## src/rtl/odsel_pkg.sv

```systemverilog
package odsel_pkg;
  // Ownership of the path between the upstream line and the latched channel
  typedef enum logic [1:0] {
    DIR_IDLE   = 2'd0,
    DIR_DOWN   = 2'd1,  // upstream owns, downstream pad is driven
    DIR_UP     = 2'd2,  // downstream owns, upstream pad is driven
    DIR_SETTLE = 2'd3   // nothing driven, waiting for own echo to clear
  } dir_e;
endpackage

```

## src/rtl/odsel_sync.sv

```systemverilog
module odsel_sync #(
  parameter int              WIDTH     = 1,
  parameter int              STAGES    = 2,
  parameter logic [WIDTH-1:0] RESET_VAL = '0
) (
  input  logic             clk,
  input  logic             rst_n,
  input  logic [WIDTH-1:0] d_i,
  output logic [WIDTH-1:0] q_o
);
  logic [STAGES-1:0][WIDTH-1:0] stage_q;

  always_ff @(posedge clk or negedge rst_n) begin
    if (!rst_n) begin
      for (int s = 0; s < STAGES; s++) stage_q[s] <= RESET_VAL;
    end else begin
      stage_q[0] <= d_i;
      for (int s = 1; s < STAGES; s++) stage_q[s] <= stage_q[s-1];
    end
  end

  assign q_o = stage_q[STAGES-1];
endmodule

```

## src/rtl/odsel_hold.sv

```systemverilog
module odsel_hold #(
  parameter int HOLD_CYCLES = 4
) (
  input  logic clk,
  input  logic rst_n,
  input  logic active_i,   // source side currently low and owning the path
  output logic busy_o,     // hold window still running
  output logic drive_o     // request for the forwarded pull-down
);
  localparam int CW = (HOLD_CYCLES < 1) ? 1 : $clog2(HOLD_CYCLES + 1);
  localparam logic [CW-1:0] HOLD_LOAD = CW'(HOLD_CYCLES);

  logic [CW-1:0] cnt_q, cnt_d;
  logic          cnt_en;

  always_comb begin
    cnt_en = 1'b0;
    cnt_d  = cnt_q;
    if (active_i) begin
      cnt_en = 1'b1;
      cnt_d  = HOLD_LOAD;
    end else if (cnt_q != '0) begin
      cnt_en = 1'b1;
      cnt_d  = cnt_q - 1'b1;
    end
  end

  always_ff @(posedge clk or negedge rst_n) begin
    if (!rst_n)      cnt_q <= '0;
    else if (cnt_en) cnt_q <= cnt_d;
  end

  assign busy_o  = (cnt_q != '0);
  assign drive_o = active_i | busy_o;

  assert_cnt_bound_R5: assert property (@(posedge clk) disable iff (!rst_n)
    cnt_q <= HOLD_LOAD);

  // a release always opens a hold window of nonzero length
  assert_hold_opens_R5: assert property (@(posedge clk) disable iff (!rst_n)
    ($fell(active_i) && (HOLD_CYCLES > 0)) |-> busy_o);
endmodule

```

## src/rtl/odsel_ctrl.sv

```systemverilog
module odsel_ctrl
  import odsel_pkg::*;
#(
  parameter int NUM_CH        = 4,
  parameter int SEL_W         = $clog2(NUM_CH),
  parameter int SETTLE_CYCLES = 3
) (
  input  logic              clk,
  input  logic              rst_n,
  input  logic              up_lvl_i,
  input  logic [NUM_CH-1:0] dn_lvl_i,
  input  logic [SEL_W-1:0]  sel_i,
  input  logic              dn_hold_busy_i,
  input  logic              up_hold_busy_i,
  output dir_e              dir_o,
  output logic [SEL_W-1:0]  chan_o,
  output logic              dn_src_low_o,
  output logic              up_src_low_o
);
  localparam int SW = (SETTLE_CYCLES < 1) ? 1 : $clog2(SETTLE_CYCLES + 1);
  localparam logic [SW-1:0] SETTLE_LOAD = SW'(SETTLE_CYCLES);

  dir_e             dir_q, dir_d;
  logic [SEL_W-1:0] sel_q, sel_d;
  logic [SW-1:0]    settle_q, settle_d;
  logic             sel_en, settle_en;
  logic             chan_lvl;

  assign chan_lvl = dn_lvl_i[sel_q];

  always_comb begin
    dir_d     = dir_q;
    sel_d     = sel_q;
    settle_d  = settle_q;
    sel_en    = 1'b0;
    settle_en = 1'b0;
    case (dir_q)
      DIR_IDLE: begin
        if (!up_lvl_i) begin
          dir_d = DIR_DOWN;          // upstream wins a tie
        end else if (!chan_lvl) begin
          dir_d = DIR_UP;
        end else begin
          sel_en = 1'b1;
          sel_d  = sel_i;
        end
      end
      DIR_DOWN: begin
        if (up_lvl_i && !dn_hold_busy_i) begin
          dir_d     = DIR_SETTLE;
          settle_en = 1'b1;
          settle_d  = SETTLE_LOAD;
        end
      end
      DIR_UP: begin
        if (chan_lvl && !up_hold_busy_i) begin
          dir_d     = DIR_SETTLE;
          settle_en = 1'b1;
          settle_d  = SETTLE_LOAD;
        end
      end
      DIR_SETTLE: begin
        if (settle_q == '0) begin
          dir_d = DIR_IDLE;
        end else begin
          settle_en = 1'b1;
          settle_d  = settle_q - 1'b1;
        end
      end
      default: dir_d = DIR_IDLE;
    endcase
  end

  always_ff @(posedge clk or negedge rst_n) begin
    if (!rst_n) begin
      dir_q    <= DIR_IDLE;
      sel_q    <= '0;
      settle_q <= '0;
    end else begin
      dir_q <= dir_d;
      if (sel_en)    sel_q    <= sel_d;
      if (settle_en) settle_q <= settle_d;
    end
  end

  assign dir_o        = dir_q;
  assign chan_o       = sel_q;
  assign dn_src_low_o = (dir_q == DIR_DOWN) && !up_lvl_i;
  assign up_src_low_o = (dir_q == DIR_UP) && !chan_lvl;

  // the latched channel cannot move while a transfer is in progress
  assert_sel_frozen_R8: assert property (@(posedge clk) disable iff (!rst_n)
    (dir_q != DIR_IDLE) |=> $stable(sel_q));

  // a settle window always ends in idle, never jumps straight to a drive state
  assert_settle_exit_R6: assert property (@(posedge clk) disable iff (!rst_n)
    (dir_q == DIR_SETTLE) |=> (dir_q == DIR_SETTLE || dir_q == DIR_IDLE));
endmodule

```

## src/rtl/od_line_selector.sv

```systemverilog
module od_line_selector
  import odsel_pkg::*;
#(
  parameter int NUM_CH      = 4,
  parameter int HOLD_CYCLES = 4,
  parameter int SYNC_STAGES = 2
) (
  input  logic                       clk,
  input  logic                       rst_n,
  input  logic [$clog2(NUM_CH)-1:0]  sel_i,
  input  logic                       up_in_i,
  output logic                       up_oe_o,
  input  logic [NUM_CH-1:0]          dn_in_i,
  output logic [NUM_CH-1:0]          dn_oe_o
);
  localparam int SEL_W         = $clog2(NUM_CH);
  localparam int PAD_W         = NUM_CH + 1;
  localparam int SETTLE_CYCLES = SYNC_STAGES + 1;

  logic [PAD_W-1:0]  pad_lvl;
  logic              up_lvl;
  logic [NUM_CH-1:0] dn_lvl;
  logic [SEL_W-1:0]  sel_s;
  dir_e              dir;
  logic [SEL_W-1:0]  chan;
  logic              dn_src_low, up_src_low;
  logic              dn_busy, up_busy, dn_drive, up_drive;
  logic [NUM_CH-1:0] dn_oe_d, dn_oe_q;
  logic              up_oe_q;

  // Pads read high when released, so they synchronize from an idle value
  odsel_sync #(.WIDTH(PAD_W), .STAGES(SYNC_STAGES), .RESET_VAL('1)) u_pad_sync (
    .clk(clk), .rst_n(rst_n), .d_i({dn_in_i, up_in_i}), .q_o(pad_lvl)
  );
  assign up_lvl = pad_lvl[0];
  assign dn_lvl = pad_lvl[PAD_W-1:1];

  odsel_sync #(.WIDTH(SEL_W), .STAGES(SYNC_STAGES), .RESET_VAL('0)) u_sel_sync (
    .clk(clk), .rst_n(rst_n), .d_i(sel_i), .q_o(sel_s)
  );

  odsel_ctrl #(.NUM_CH(NUM_CH), .SEL_W(SEL_W), .SETTLE_CYCLES(SETTLE_CYCLES)) u_ctrl (
    .clk(clk), .rst_n(rst_n), .up_lvl_i(up_lvl), .dn_lvl_i(dn_lvl), .sel_i(sel_s),
    .dn_hold_busy_i(dn_busy), .up_hold_busy_i(up_busy),
    .dir_o(dir), .chan_o(chan), .dn_src_low_o(dn_src_low), .up_src_low_o(up_src_low)
  );

  // One hold timer per direction
  odsel_hold #(.HOLD_CYCLES(HOLD_CYCLES)) u_hold_dn (
    .clk(clk), .rst_n(rst_n), .active_i(dn_src_low), .busy_o(dn_busy), .drive_o(dn_drive)
  );
  odsel_hold #(.HOLD_CYCLES(HOLD_CYCLES)) u_hold_up (
    .clk(clk), .rst_n(rst_n), .active_i(up_src_low), .busy_o(up_busy), .drive_o(up_drive)
  );

  for (genvar k = 0; k < NUM_CH; k++) begin : g_chan_oe
    assign dn_oe_d[k] = dn_drive && (chan == SEL_W'(k));
  end

  always_ff @(posedge clk or negedge rst_n) begin
    if (!rst_n) begin
      dn_oe_q <= '0;
      up_oe_q <= 1'b0;
    end else begin
      dn_oe_q <= dn_oe_d;
      up_oe_q <= up_drive;
    end
  end

  assign dn_oe_o = dn_oe_q;
  assign up_oe_o = up_oe_q;

  assert_onehot_R3: assert property (@(posedge clk) disable iff (!rst_n)
    $onehot0(dn_oe_q));

  assert_route_R2: assert property (@(posedge clk) disable iff (!rst_n)
    (|dn_oe_q) |-> dn_oe_q[chan]);

  assert_one_side_R6: assert property (@(posedge clk) disable iff (!rst_n)
    !(up_oe_q && (|dn_oe_q)));

  assert_idle_quiet_R7: assert property (@(posedge clk) disable iff (!rst_n)
    (dir == DIR_IDLE) |=> (!up_oe_q && (dn_oe_q == '0)));
endmodule

```

## config.mk

```make
export PLATFORM = sky130hd
export DESIGN_NAME = od_line_selector
export DESIGN_NICKNAME = d
export VERILOG_FILES = /design/src/rtl/odsel_pkg.sv /design/src/rtl/odsel_sync.sv /design/src/rtl/odsel_hold.sv /design/src/rtl/odsel_ctrl.sv /design/src/rtl/od_line_selector.sv
export SDC_FILE = /design/constraint.sdc
export NUM_CORES = 1
export LEC_CHECK = 0
export BUFFER_PORTS_ARGS = -buffer_cell sky130_fd_sc_hd__buf_4
export CAP_MARGIN = 20
export CORE_MARGIN = 2
export CORE_UTILIZATION = 50
export CTS_BUF_LIST = sky130_fd_sc_hd__clkbuf_2 sky130_fd_sc_hd__clkbuf_4 sky130_fd_sc_hd__clkbuf_8
export DETAILED_ROUTE_END_ITERATION = 10
export PLACE_DENSITY = 0.7
export RECOVER_POWER = 50
export SYNTH_ARGS = -nofsm -noshare
export SYNTH_HDL_FRONTEND = slang
export SYNTH_SLANG_ARGS = --single-unit
export TNS_END_PERCENT = 50
```

## constraint.sdc

```tcl
create_clock -name clk -period 2.1 [get_ports clk]
set_clock_uncertainty 0.05 [all_clocks]
set_input_delay 0.105 -clock clk [delete_from_list [all_inputs] [get_ports clk]]
set_output_delay 0.105 -clock clk [all_outputs]
set_load 0.005 [all_outputs]
```

==> results of run 1 <==
==> worst max-delay path by stage <==
| stage | startpoint | end | slack (ps) | depth (start not counted) |
|---|---|---|---|---|
| 5_1_grt | rst_n | u_ctrl.dir_o[1] | 90 | 2 |
| 2_1_floorplan | u_ctrl.chan_o[0] | u_ctrl.settle_q[0] | 370 | 4 |
| 3_5_place_dp | u_ctrl.chan_o[0] | u_ctrl.settle_q[1] | 280 | 4 |
| 4_1_cts | u_ctrl.chan_o[0] | u_ctrl.settle_q[1] | 270 | 4 |
| 6_report | u_ctrl.chan_o[0] | u_ctrl.settle_q[1] | 270 | 4 |
| 3_3_place_gp | u_ctrl.chan_o[0] | u_ctrl.settle_q[0] | 330 | 4 |
==> per-layer routing <==
metal	GRT usage (%)	up-vias	part of all wire, %
met5	0	-	0
li1	-	377	-
met4	11.3	0	3.1
met2	29.0	16	50
met1	17.7	351	42
met3	5.74	8	4.2
==> synth_stat cells <==
master / number / area share, %
o31ai_1: 1 / 0.58
nor2b_1: 2 / 0.97
mux2i_1: 1 / 0.77
o21ai_0: 3 / 1.2
and3b_2: 1 / 0.77
nand3_2: 1 / 0.77
nor3_1: 1 / 0.39
mux2_2: 2 / 1.7
nand2b_1: 3 / 1.5
nand2_1: 5 / 1.5
mux2_1: 4 / 3.5
a21bo_1: 1 / 0.77
and2b_2: 1 / 0.68
xnor2_1: 2 / 1.4
nor2_1: 8 / 2.3
nand4_2: 2 / 1.9
inv_1: 11 / 3.2
dfstp_2: 10 / 20
nor3b_1: 2 / 1.2
ha_1: 10 / 9.7
dfrtp_1: 21 / 41
mux4_2: 1 / 1.7
o21ai_4: 1 / 1.3
a21oi_1: 2 / 0.77
a211oi_1: 1 / 0.58
==> report_power, final <==
part / internal (uW) / switching [uW] / total (uW) / leakage, uW
registers: 774 / 102 / 876 / 0.000351
logic: 426 / 416 / 843 / 0.000353
clock network: 281 / 196 / 477 / 0.0000482
total: 1480 / 714 / 2200 / 0.000753
==> kinds of logic (layout without fill, tap and decap cells) <==
logic type / count (synthesis) / count (layout) / synth area share [%]
compound gates: 9 / 9 / 5.13
xor+xnor: 2 / 2 / 1.36
fa+ha+maj: 10 / 10 / 9.68
buf+inv: 11 / 41 / 3.19
flops: 31 / 31 / 61.0
mux: 8 / 8 / 7.74
simple gates: 26 / 26 / 11.9
==> layout make-up <==
cell class | instances | share of cell area, %
Clock buffer | 6 | 3.21
Clock inverter | 2 | 2.19
Inverter | 11 | 2.58
Multi-Input combinational cell | 55 | 29.0
Sequential cell | 31 | 49.3
Tap cell | 30 | 2.35
Timing Repair Buffer | 22 | 11.4
==> registers in the layout, indices dropped and copies added (netlist names) <==
name / count
u_pad_sync.q_o: 5
u_pad_sync.stage_q: 5
dn_oe_o: 4
u_hold_dn.cnt_q: 3
u_hold_up.cnt_q: 3
u_ctrl.chan_o: 2
u_ctrl.dir_o: 2
u_ctrl.settle_q: 2
u_sel_sync.q_o: 2
u_sel_sync.stage_q: 2
up_oe_o: 1
==> critical path: stages, from the launching register on <==
cell	delay (ps)
dfrtp_1	440
mux4_2	570
a21bo_1	230
nand4_2	110
mux2_1	330
==> through the flow <==
stage	power, uW	instance area, um2
after floorplan	1500	1290
after global placement	1690	1440
after detailed placement	1730	1440
after CTS	2230	1600
after global routing	2390	1600
final	2200	1600
==> timing repair <==
action,in CTS,in global routing
resized for setup,0,0
hold buffers,8,0
buffers inserted,0,0
hold endpoints to repair,38,0
==> impl_metrics.py, run 1 <==
metrics = {
    "sta": {
        "timing.fmax_ghz": 0.548,
        "finalMaxSlewViolations": 32,
        "finalSetupViolCount": 0,
        "grt_setup_unrepaired": "false",
        "slew_headroom_pct": -2.49,
        "tightest_slew_ps": 1540,
        "fin_crit_ps": 1830,
        "fin_crit_sh_pct": 87.0,
        "finalSetupTns_ps": 0,
        "hold_viol_final": 0,
        "worst_slack_ps": 274,
        "holdWs_ps": 302,
    },
    "drt": {
        "postRouteAntennaNets": 0,
        "drc": 0,
        "viasPerCell": 4.79,
        "wl_per_cell_um": 12.0,
        "wl_um": 1890,
        "drt_iter0_drc": 5,
        "vias": 752,
        "firstDrtPassIters": 4,
    },
    "cells_and_area": {
        "syn_to_final_growth_pct": 23.6,
        "nFillCells": 191,
        "drive_gt1_share_pct": 31.5,
        "final_cell_mix": "dfrtp_1, clkbuf_4, inv_1",
        "final_common_cell": "dfrtp_1",
        "multiInputGateArea_um2": 463,
        "ff_latch_area_um2": 788,
        "n_antenna_cell": 0,
        "finalNonFillerCells": 157,
        "final_core_util_pct": 65.1,
        "nets": 145,
    },
    "die": {
        "std_cell_rows": 18,
        "design.core.area_um2": 2450,
        "ioPinCount": 14,
        "chipHeight_um": 54.8,
        "start_util_pct": 52.7,
        "die_w_um": 54.8,
        "die_area_um2": 3010,
    },
    "global_route": {
        "grt_overflow": 0,
        "grt_usage_pct": 17.1,
        "antenna_found_initial": 0,
        "grt_max_degree": 32,
        "grt_pass1_wl_um": 3340,
        "first_global_vias": 816,
    },
    "synthesis": {
        "synth-seq-cells": 31,
        "mappedNetlistArea_um2": 1290,
        "postSynthAreaPerCell_um2": 13.3,
        "yosysSeqAreaShare_pct": 61.0,
        "yosys_warnings": 0,
        "synthDistinctLibCells": 25,
        "netlist_instances": 97,
        "syn_nets": 116,
    },
    "place": {
        "routabilityCongestion": 0.715,
        "portBuffers": 13,
        "placed_cells": 141,
        "dp_hpwl_um": 1310,
        "dp_slack_ps": 277,
    },
    "worst_hold_path": {
        "hold_path_end": "u_pad_sync.q_o[2]",
        "hp-class": "register to register",
        "worstHoldStart": "u_pad_sync.stage_q[2]",
        "min_delay_path_depth": 0,
    },
    "worst_setup_path": {
        "r2r_start": "u_ctrl.chan_o[0]",
        "r2r_cells": 4,
        "crit_path_start_kind": "register",
        "crit_type": "register to register",
        "rrSetupSlack_ps": 270,
        "cp-end-kind": "register",
        "cp.required_ps": 2270,
        "arrival_ps": 1990,
        "worst_r2r_endpoint": "u_ctrl.settle_q[1]",
        "crit_fanout": 6,
    },
    "clock_network": {
        "clk_pin_slew_ps": 100,
        "cts_made_buffers": 5,
        "cts-root-buf": "clkbuf_4",
        "cts.sinks": 31,
        "clkLatencyLatePin_ps": 330,
        "h-tree-depth": 2,
        "cts_tree": "built",
        "cts_buffer_depth": 2,
    },
    "power": {
        "peakVddDrop_v": 0.000889,
        "p_leak_uw": 0.000753,
        "power_density_nw_per_um2": 1370,
    },
    "outcome": {
        "violations": "capacitance limit, slew limit",
        "status": "finished, violations left",
    },
    "flow_run": {
        "cap_viol_max_count": 1,
    },
}
Note: power is estimated with default switching activity, not from simulation.
==> inputs of run 2 (changes only) <==
Settings changed: PLACE_DENSITY 0.7 to 0.69, SYNTH_HIERARCHICAL from default to 1.
==> run 2 against run 1 <==
The flow still finishes with violations (capacitance limit, slew limit). Total power up 6.1%. Combinational power up 26%. Highest routed layer unchanged. Critical path depth up 3. Sequential share of layout area down 2.7 points. Via count up 9.7%. Sequential power up 3.5%. Worst hold slack better by 5.1 ps. Largest cell class unchanged. Critical path type unchanged.
==> impl_metrics.py, run 2 <==
metrics = {
    "outcome": {
        "status": "finished, violations left",
        "violations": "capacitance limit, slew limit",
    },
    "synthesis": {
        "synthDistinctLibCells": 27,
        "netlist_instances": 111,
        "yosys_warnings": 6,
        "synth_edf_count": 0,
        "synthArstFlopShare_pct": 100,
        "synth-seq-cells": 31,
        "yosysSeqAreaShare_pct": 55.4,
        "yosysMostFrequentCell": "dfrtp_1",
        "yosys-top-cells-area": "dfrtp_1, dfstp_2, ha_1",
        "yosys.area.top_type": "dfrtp_1",
        "syn_nets": 130,
        "postSynthAreaPerCell_um2": 12.8,
        "yosys-top-cells-count": "dfrtp_1, dfstp_2, ha_1",
        "synth_top_area_share_pct": 36.9,
        "synthFlopType": "dfrtp_1",
        "mappedNetlistArea_um2": 1420,
    },
    "die": {
        "design.core.area_um2": 2730,
        "die_area_um2": 3290,
        "std_cell_rows": 19,
        "chipHeight_um": 57.3,
        "start_util_pct": 52.0,
        "ioPinCount": 14,
        "die_w_um": 57.3,
    },
    "cells_and_area": {
        "drive_gt1_share_pct": 39.0,
        "final_cell_mix": "dfrtp_1, clkbuf_4, dfstp_2",
        "nFillCells": 222,
        "final_common_cell": "dfrtp_1",
        "syn_to_final_growth_pct": 18.7,
        "finalNonFillerCells": 167,
        "n_antenna_cell": 0,
        "nets": 154,
    },
    "sta": {
        "finalSetupViolCount": 0,
        "finalMaxSlewViolations": 32,
        "tightest_slew_ps": 1620,
        "slew_headroom_pct": -8.01,
        "holdWs_ps": 307,
        "timing.fmax_ghz": 0.502,
        "finalSetupTns_ps": 0,
        "worst_slack_ps": 110,
        "hold_viol_final": 0,
        "fin_crit_sh_pct": 94.8,
        "fin_crit_ps": 1990,
    },
    "power": {
        "switchingPower_uw": 806,
        "sequentialPowerShare_pct": 38.9,
        "power.internal_uw": 1520,
        "p_total_uw": 2330,
        "power_density_nw_per_um2": 1380,
        "pwr-share-comb_pct": 45.5,
        "power_switching_share_pct": 34.6,
        "clock_power_share_pct": 15.6,
        "p_leak_uw": 0.000804,
        "peakVddDrop_v": 0.000976,
    },
    "worst_setup_path": {
        "cp-end-kind": "register",
        "crit_buf_inv": 1,
        "arrival_ps": 2170,
        "slowest_delay_ps": 410,
        "worst-path-stages": 7,
        "crit_family": "simple AND/OR/NAND/NOR gates",
        "crit_type": "register to register",
        "slowest_stage": "dfrtp_1",
        "r2r_cells": 7,
        "path_cells": "buf_4 > ha_1 > nor2b_2 > nor3b_2 > a221oi_1 > or3_1 > mux2_2",
        "crit_path_start_kind": "register",
        "crit_fanout": 4,
        "cp.required_ps": 2280,
    },
    "global_route": {
        "grt_usage_pct": 15.6,
        "grt_pass1_wl_um": 3690,
        "antenna_found_initial": 0,
        "first_global_vias": 848,
        "grt_overflow": 0,
        "grt_max_degree": 32,
    },
    "drt": {
        "drt-met1-wl_um": 897,
        "route.met2.wl_um": 1110,
        "routed.top_layer": "met4",
        "wl_um": 2170,
        "viasPerCell": 4.94,
        "wl_per_cell_um": 13.0,
        "firstDrtPassIters": 4,
        "wl_met3_um": 102,
        "drt_iter0_drc": 13,
        "vias": 825,
        "postRouteAntennaNets": 0,
        "drc": 0,
    },
    "worst_hold_path": {
        "min_delay_path_depth": 0,
        "hp-class": "register to register",
    },
    "clock_network": {
        "cts_made_buffers": 5,
        "cts.sinks": 31,
        "cts_tree": "built",
        "cts-root-buf": "clkbuf_4",
        "clkLatencyLatePin_ps": 340,
        "h-tree-depth": 2,
        "clk_pin_slew_ps": 110,
        "cts_buffer_depth": 2,
    },
    "place": {
        "dp_slack_ps": -2.48,
        "routabilityCongestion": 0.824,
        "placed_cells": 148,
        "portBuffers": 13,
        "dp_hpwl_um": 1410,
    },
    "flow_run": {
        "cap_viol_max_count": 1,
    },
}
run 2: worst register-to-register path: cells and delay by family, from the launching register on:
kind	cells	cell delay, ps
AOI/OAI and AO/OA	1	80
muxes	1	290
adders and majority gates	1	230
buffers and inverters	1	140
DFF	1	410
and+or+nand+nor	3	680
run 2: power by group through the flow:
stage          registers, uW  logic [uW]  clock network, uW
6_report                 907        1060                363
5_1_grt                  926        1200                408
4_1_cts                  908        1010                382
3_5_place_dp             927         964                  0
3_3_place_gp             913         917                  0
2_1_floorplan            900         741                  0
run 2: path summary, 6_finish.rpt:
path / start / to / slack [ps]
max: u_ctrl/dir_o[0] / u_ctrl/settle_q[0] / 110
min: u_sel_sync/stage_q[0] / u_sel_sync/q_o[0] / 310
max reg2reg: u_ctrl/dir_o[0] / u_ctrl/settle_q[0] / 110
min reg2reg: u_sel_sync/stage_q[0] / u_sel_sync/q_o[0] / 310
max in group asynchronous: rst_n / u_ctrl/settle_q[1] / 420
min in group asynchronous: rst_n / dn_oe_o[1] / 650
run 2: through the flow:
step | utilization [%] | cell area, um2
after floorplan | - | 1420
after global placement | 55.1 | 1510
after detailed placement | 55.1 | 1510
after CTS | 60.8 | 1660
after global routing | 61.8 | 1690
final | 61.8 | 1690
run 2: repair_timing:
item / 4_1_cts / 5_1_grt
gates resized for setup: 0 / 8
setup buffers: 2 / 1
hold buffers: 8 / 0
pin swaps: 0 / 1
hold endpoints to repair: 38 / 0
endpoints found under the setup margin: 2 / 2
run 2: layout make-up:
| class | instances | area [um2] | area share, % |
|---|---|---|---|
| multi-input combinational | 64 | 571 | 33.8 |
| inverter | 9 | 33.8 | 2.00 |
| clock buffer | 5 | 37.5 | 2.22 |
| timing repair buffer | 24 | 196 | 11.6 |
| sequential | 31 | 788 | 46.7 |
| tap | 31 | 38.8 | 2.30 |
| clock inverter | 3 | 23.8 | 1.41 |
run 2: per-layer routing:
metal  global-route usage (%)  up-vias
met2                     26.3       17
met3                     6.35        8
met4                     9.63        0
li1                         -      410
met1                     16.1      390
met5                        0        -
run 2: cell families (layout without fill, tap and decap cells):
kind of cell | after synthesis | in the layout | synth area share, %
adders and majority gates | 10 | 10 | 8.80
AOI/OAI and AO/OA | 10 | 10 | 5.01
muxes | 12 | 12 | 9.59
DFF | 31 | 31 | 55.4
buffers and inverters | 16 | 41 | 6.07
and+or+nand+nor | 32 | 32 | 15.1
==> inputs of run 3 (changes only) <==
Settings changed: MAX_ROUTING_LAYER from default to met4.
==> run 3 against run 2 <==
The flow still finishes with violations (capacitance limit, slew limit). Register-to-register slack hardly changed. Non-clock buffer count stayed put. Total power hardly changed. Clock power hardly changed. Routed wire length hardly changed. Via count stayed put. Sequential share of layout area stayed put. Largest power group unchanged. Worst hold slack stayed put. Design area stayed put. Sequential cell count stayed put. First-iteration DRC count is 15% lower. Final cell count stayed put. Critical endpoint unchanged.
==> impl_metrics.py, run 3 (same netlist as run 2, synthesis figures left out) <==
metrics = {
    "clock_network": {
        "cts-root-buf": "clkbuf_4",
        "cts_tree": "built",
        "clkLatencyLatePin_ps": 340,
        "h-tree-depth": 2,
        "cts.sinks": 31,
        "cts_made_buffers": 5,
        "clk_pin_slew_ps": 110,
        "cts_buffer_depth": 2,
    },
    "sta": {
        "finalMaxSlewViolations": 32,
        "hold_viol_final": 0,
        "timing.fmax_ghz": 0.503,
        "finalSetupTns_ps": 0,
        "tightest_slew_ps": 1620,
        "fin_crit_sh_pct": 94.7,
        "fin_crit_ps": 1990,
        "finalSetupViolCount": 0,
        "slew_headroom_pct": -8.00,
    },
    "cells_and_area": {
        "stdcell_area_um2": 1690,
        "drive_gt1_share_pct": 39.0,
        "syn_to_final_growth_pct": 18.7,
        "final_common_cell": "dfrtp_1",
        "nets": 154,
        "n_antenna_cell": 0,
        "final_cell_mix": "dfrtp_1, clkbuf_4, dfstp_2",
    },
    "outcome": {
        "violations": "capacitance limit, slew limit",
        "status": "finished, violations left",
    },
    "worst_setup_path": {
        "cp-end-kind": "register",
        "crit_fanout": 4,
        "arrival_ps": 2170,
        "r2r_cells": 7,
        "slowest_delay_ps": 410,
        "worst_r2r_endpoint": "u_ctrl/settle_q[0]",
        "rrSetupSlack_ps": 110,
        "slowest_stage": "dfrtp_1",
        "path_cells": "buf_4 > ha_1 > nor2b_2 > nor3b_2 > a221oi_1 > or3_1 > mux2_2",
        "r2r_start": "u_ctrl/dir_o[0]",
        "cp.required_ps": 2280,
        "crit_path_start_kind": "register",
        "crit_type": "register to register",
    },
    "global_route": {
        "grt_pass1_wl_um": 3690,
        "grt_usage_pct": 16.1,
        "grt_max_degree": 32,
        "grt_overflow": 0,
        "first_global_vias": 849,
        "antenna_found_initial": 0,
    },
    "drt": {
        "drt_iter0_drc": 11,
        "drc": 0,
        "wl_per_cell_um": 13.0,
        "wl_um": 2170,
        "postRouteAntennaNets": 0,
        "vias": 825,
        "firstDrtPassIters": 4,
        "viasPerCell": 4.94,
    },
    "worst_hold_path": {
        "min_delay_path_depth": 0,
        "worstHoldStart": "u_sel_sync/stage_q[0]",
        "hp-class": "register to register",
        "hold_path_end": "u_sel_sync/q_o[0]",
    },
    "power": {
        "p_leak_uw": 0.000804,
        "power_density_nw_per_um2": 1380,
        "peakVddDrop_v": 0.000977,
    },
    "place": {
        "portBuffers": 13,
        "routabilityCongestion": 0.837,
        "placed_cell_area_um2": 1510,
        "dp_hpwl_um": 1410,
    },
    "die": {
        "start_util_pct": 52.0,
        "design.core.area_um2": 2730,
        "die_area_um2": 3290,
        "std_cell_rows": 19,
        "die_w_um": 57.3,
        "chipHeight_um": 57.3,
        "ioPinCount": 14,
    },
    "flow_run": {
        "cap_viol_max_count": 1,
    },
}
[run 3: cell counts in the layout (fill, tap and decap cells not counted)]
No cell type changed its count.
[run 3: report_power, final]
part	switching, uW	leakage [uW]	internal, uW
combinational	454	0.000425	607
sequential	124	0.000351	783
clock	230	0.0000278	134
total	808	0.000804	1520
[run 3: timing repair]
item                                    CTS  global route
setup buffers                             2             1
hold endpoints to repair                 38             0
gates resized for setup                   0             8
hold buffers                              8             0
endpoints found under the setup margin    2             2
pin swaps                                 0             1
[run 3: critical path: cells and delay by family, from the launching register on]
kind            cells  cell delay (ps)
fa+ha+maj           1              230
flops               1              410
mux                 1              290
compound gates      1               80
buf+inv             1              140
simple gates        3              680
[run 3: worst max path at each step]
stage / startpoint / to / slack [ps] / cells after the start
floorplan: u_ctrl/dir_o[0] / u_ctrl/settle_q[0] / 160 / 7
global placement: u_ctrl/dir_o[0] / u_ctrl/settle_q[1] / 100 / 7
detailed placement: u_ctrl/dir_o[0] / u_ctrl/settle_q[1] / -2 / 7
CTS: u_ctrl/dir_o[0] / u_ctrl/settle_q[1] / 20 / 7
global route: u_hold_up/cnt_q[1] / u_ctrl/settle_q[0] / -2 / 8
finish: u_ctrl/dir_o[0] / u_ctrl/settle_q[0] / 110 / 7
[run 3: final cells by class]
class	instances	area, um2
Clock inverter	3	23.8
Tap cell	31	38.8
Sequential cell	31	788
Multi-Input combinational cell	64	571
Inverter	9	33.8
Fill cell	222	1040
Clock buffer	5	37.5
Timing Repair Buffer	24	196
[run 3: through the flow]
step           std cells  total power [uW]  hold slack (ps)  worst slack (ps)  util, %
2_1_floorplan        111              1640             -241               159        -
3_3_place_gp         148              1830            -6.24               100     55.1
3_5_place_dp         148              1890             6.57             -2.48     55.1
4_1_cts              166              2300              161              21.4     60.8
5_1_grt              167              2540              316             -2.44     61.8
6_report             167              2330              307               112     61.8
[run 3: routing by layer]
metal  track usage (%)  share of wire, %
met5                 -                 0
met4              9.63               2.7
met3              6.35               4.7
met2              26.3                51
met1              16.1                42
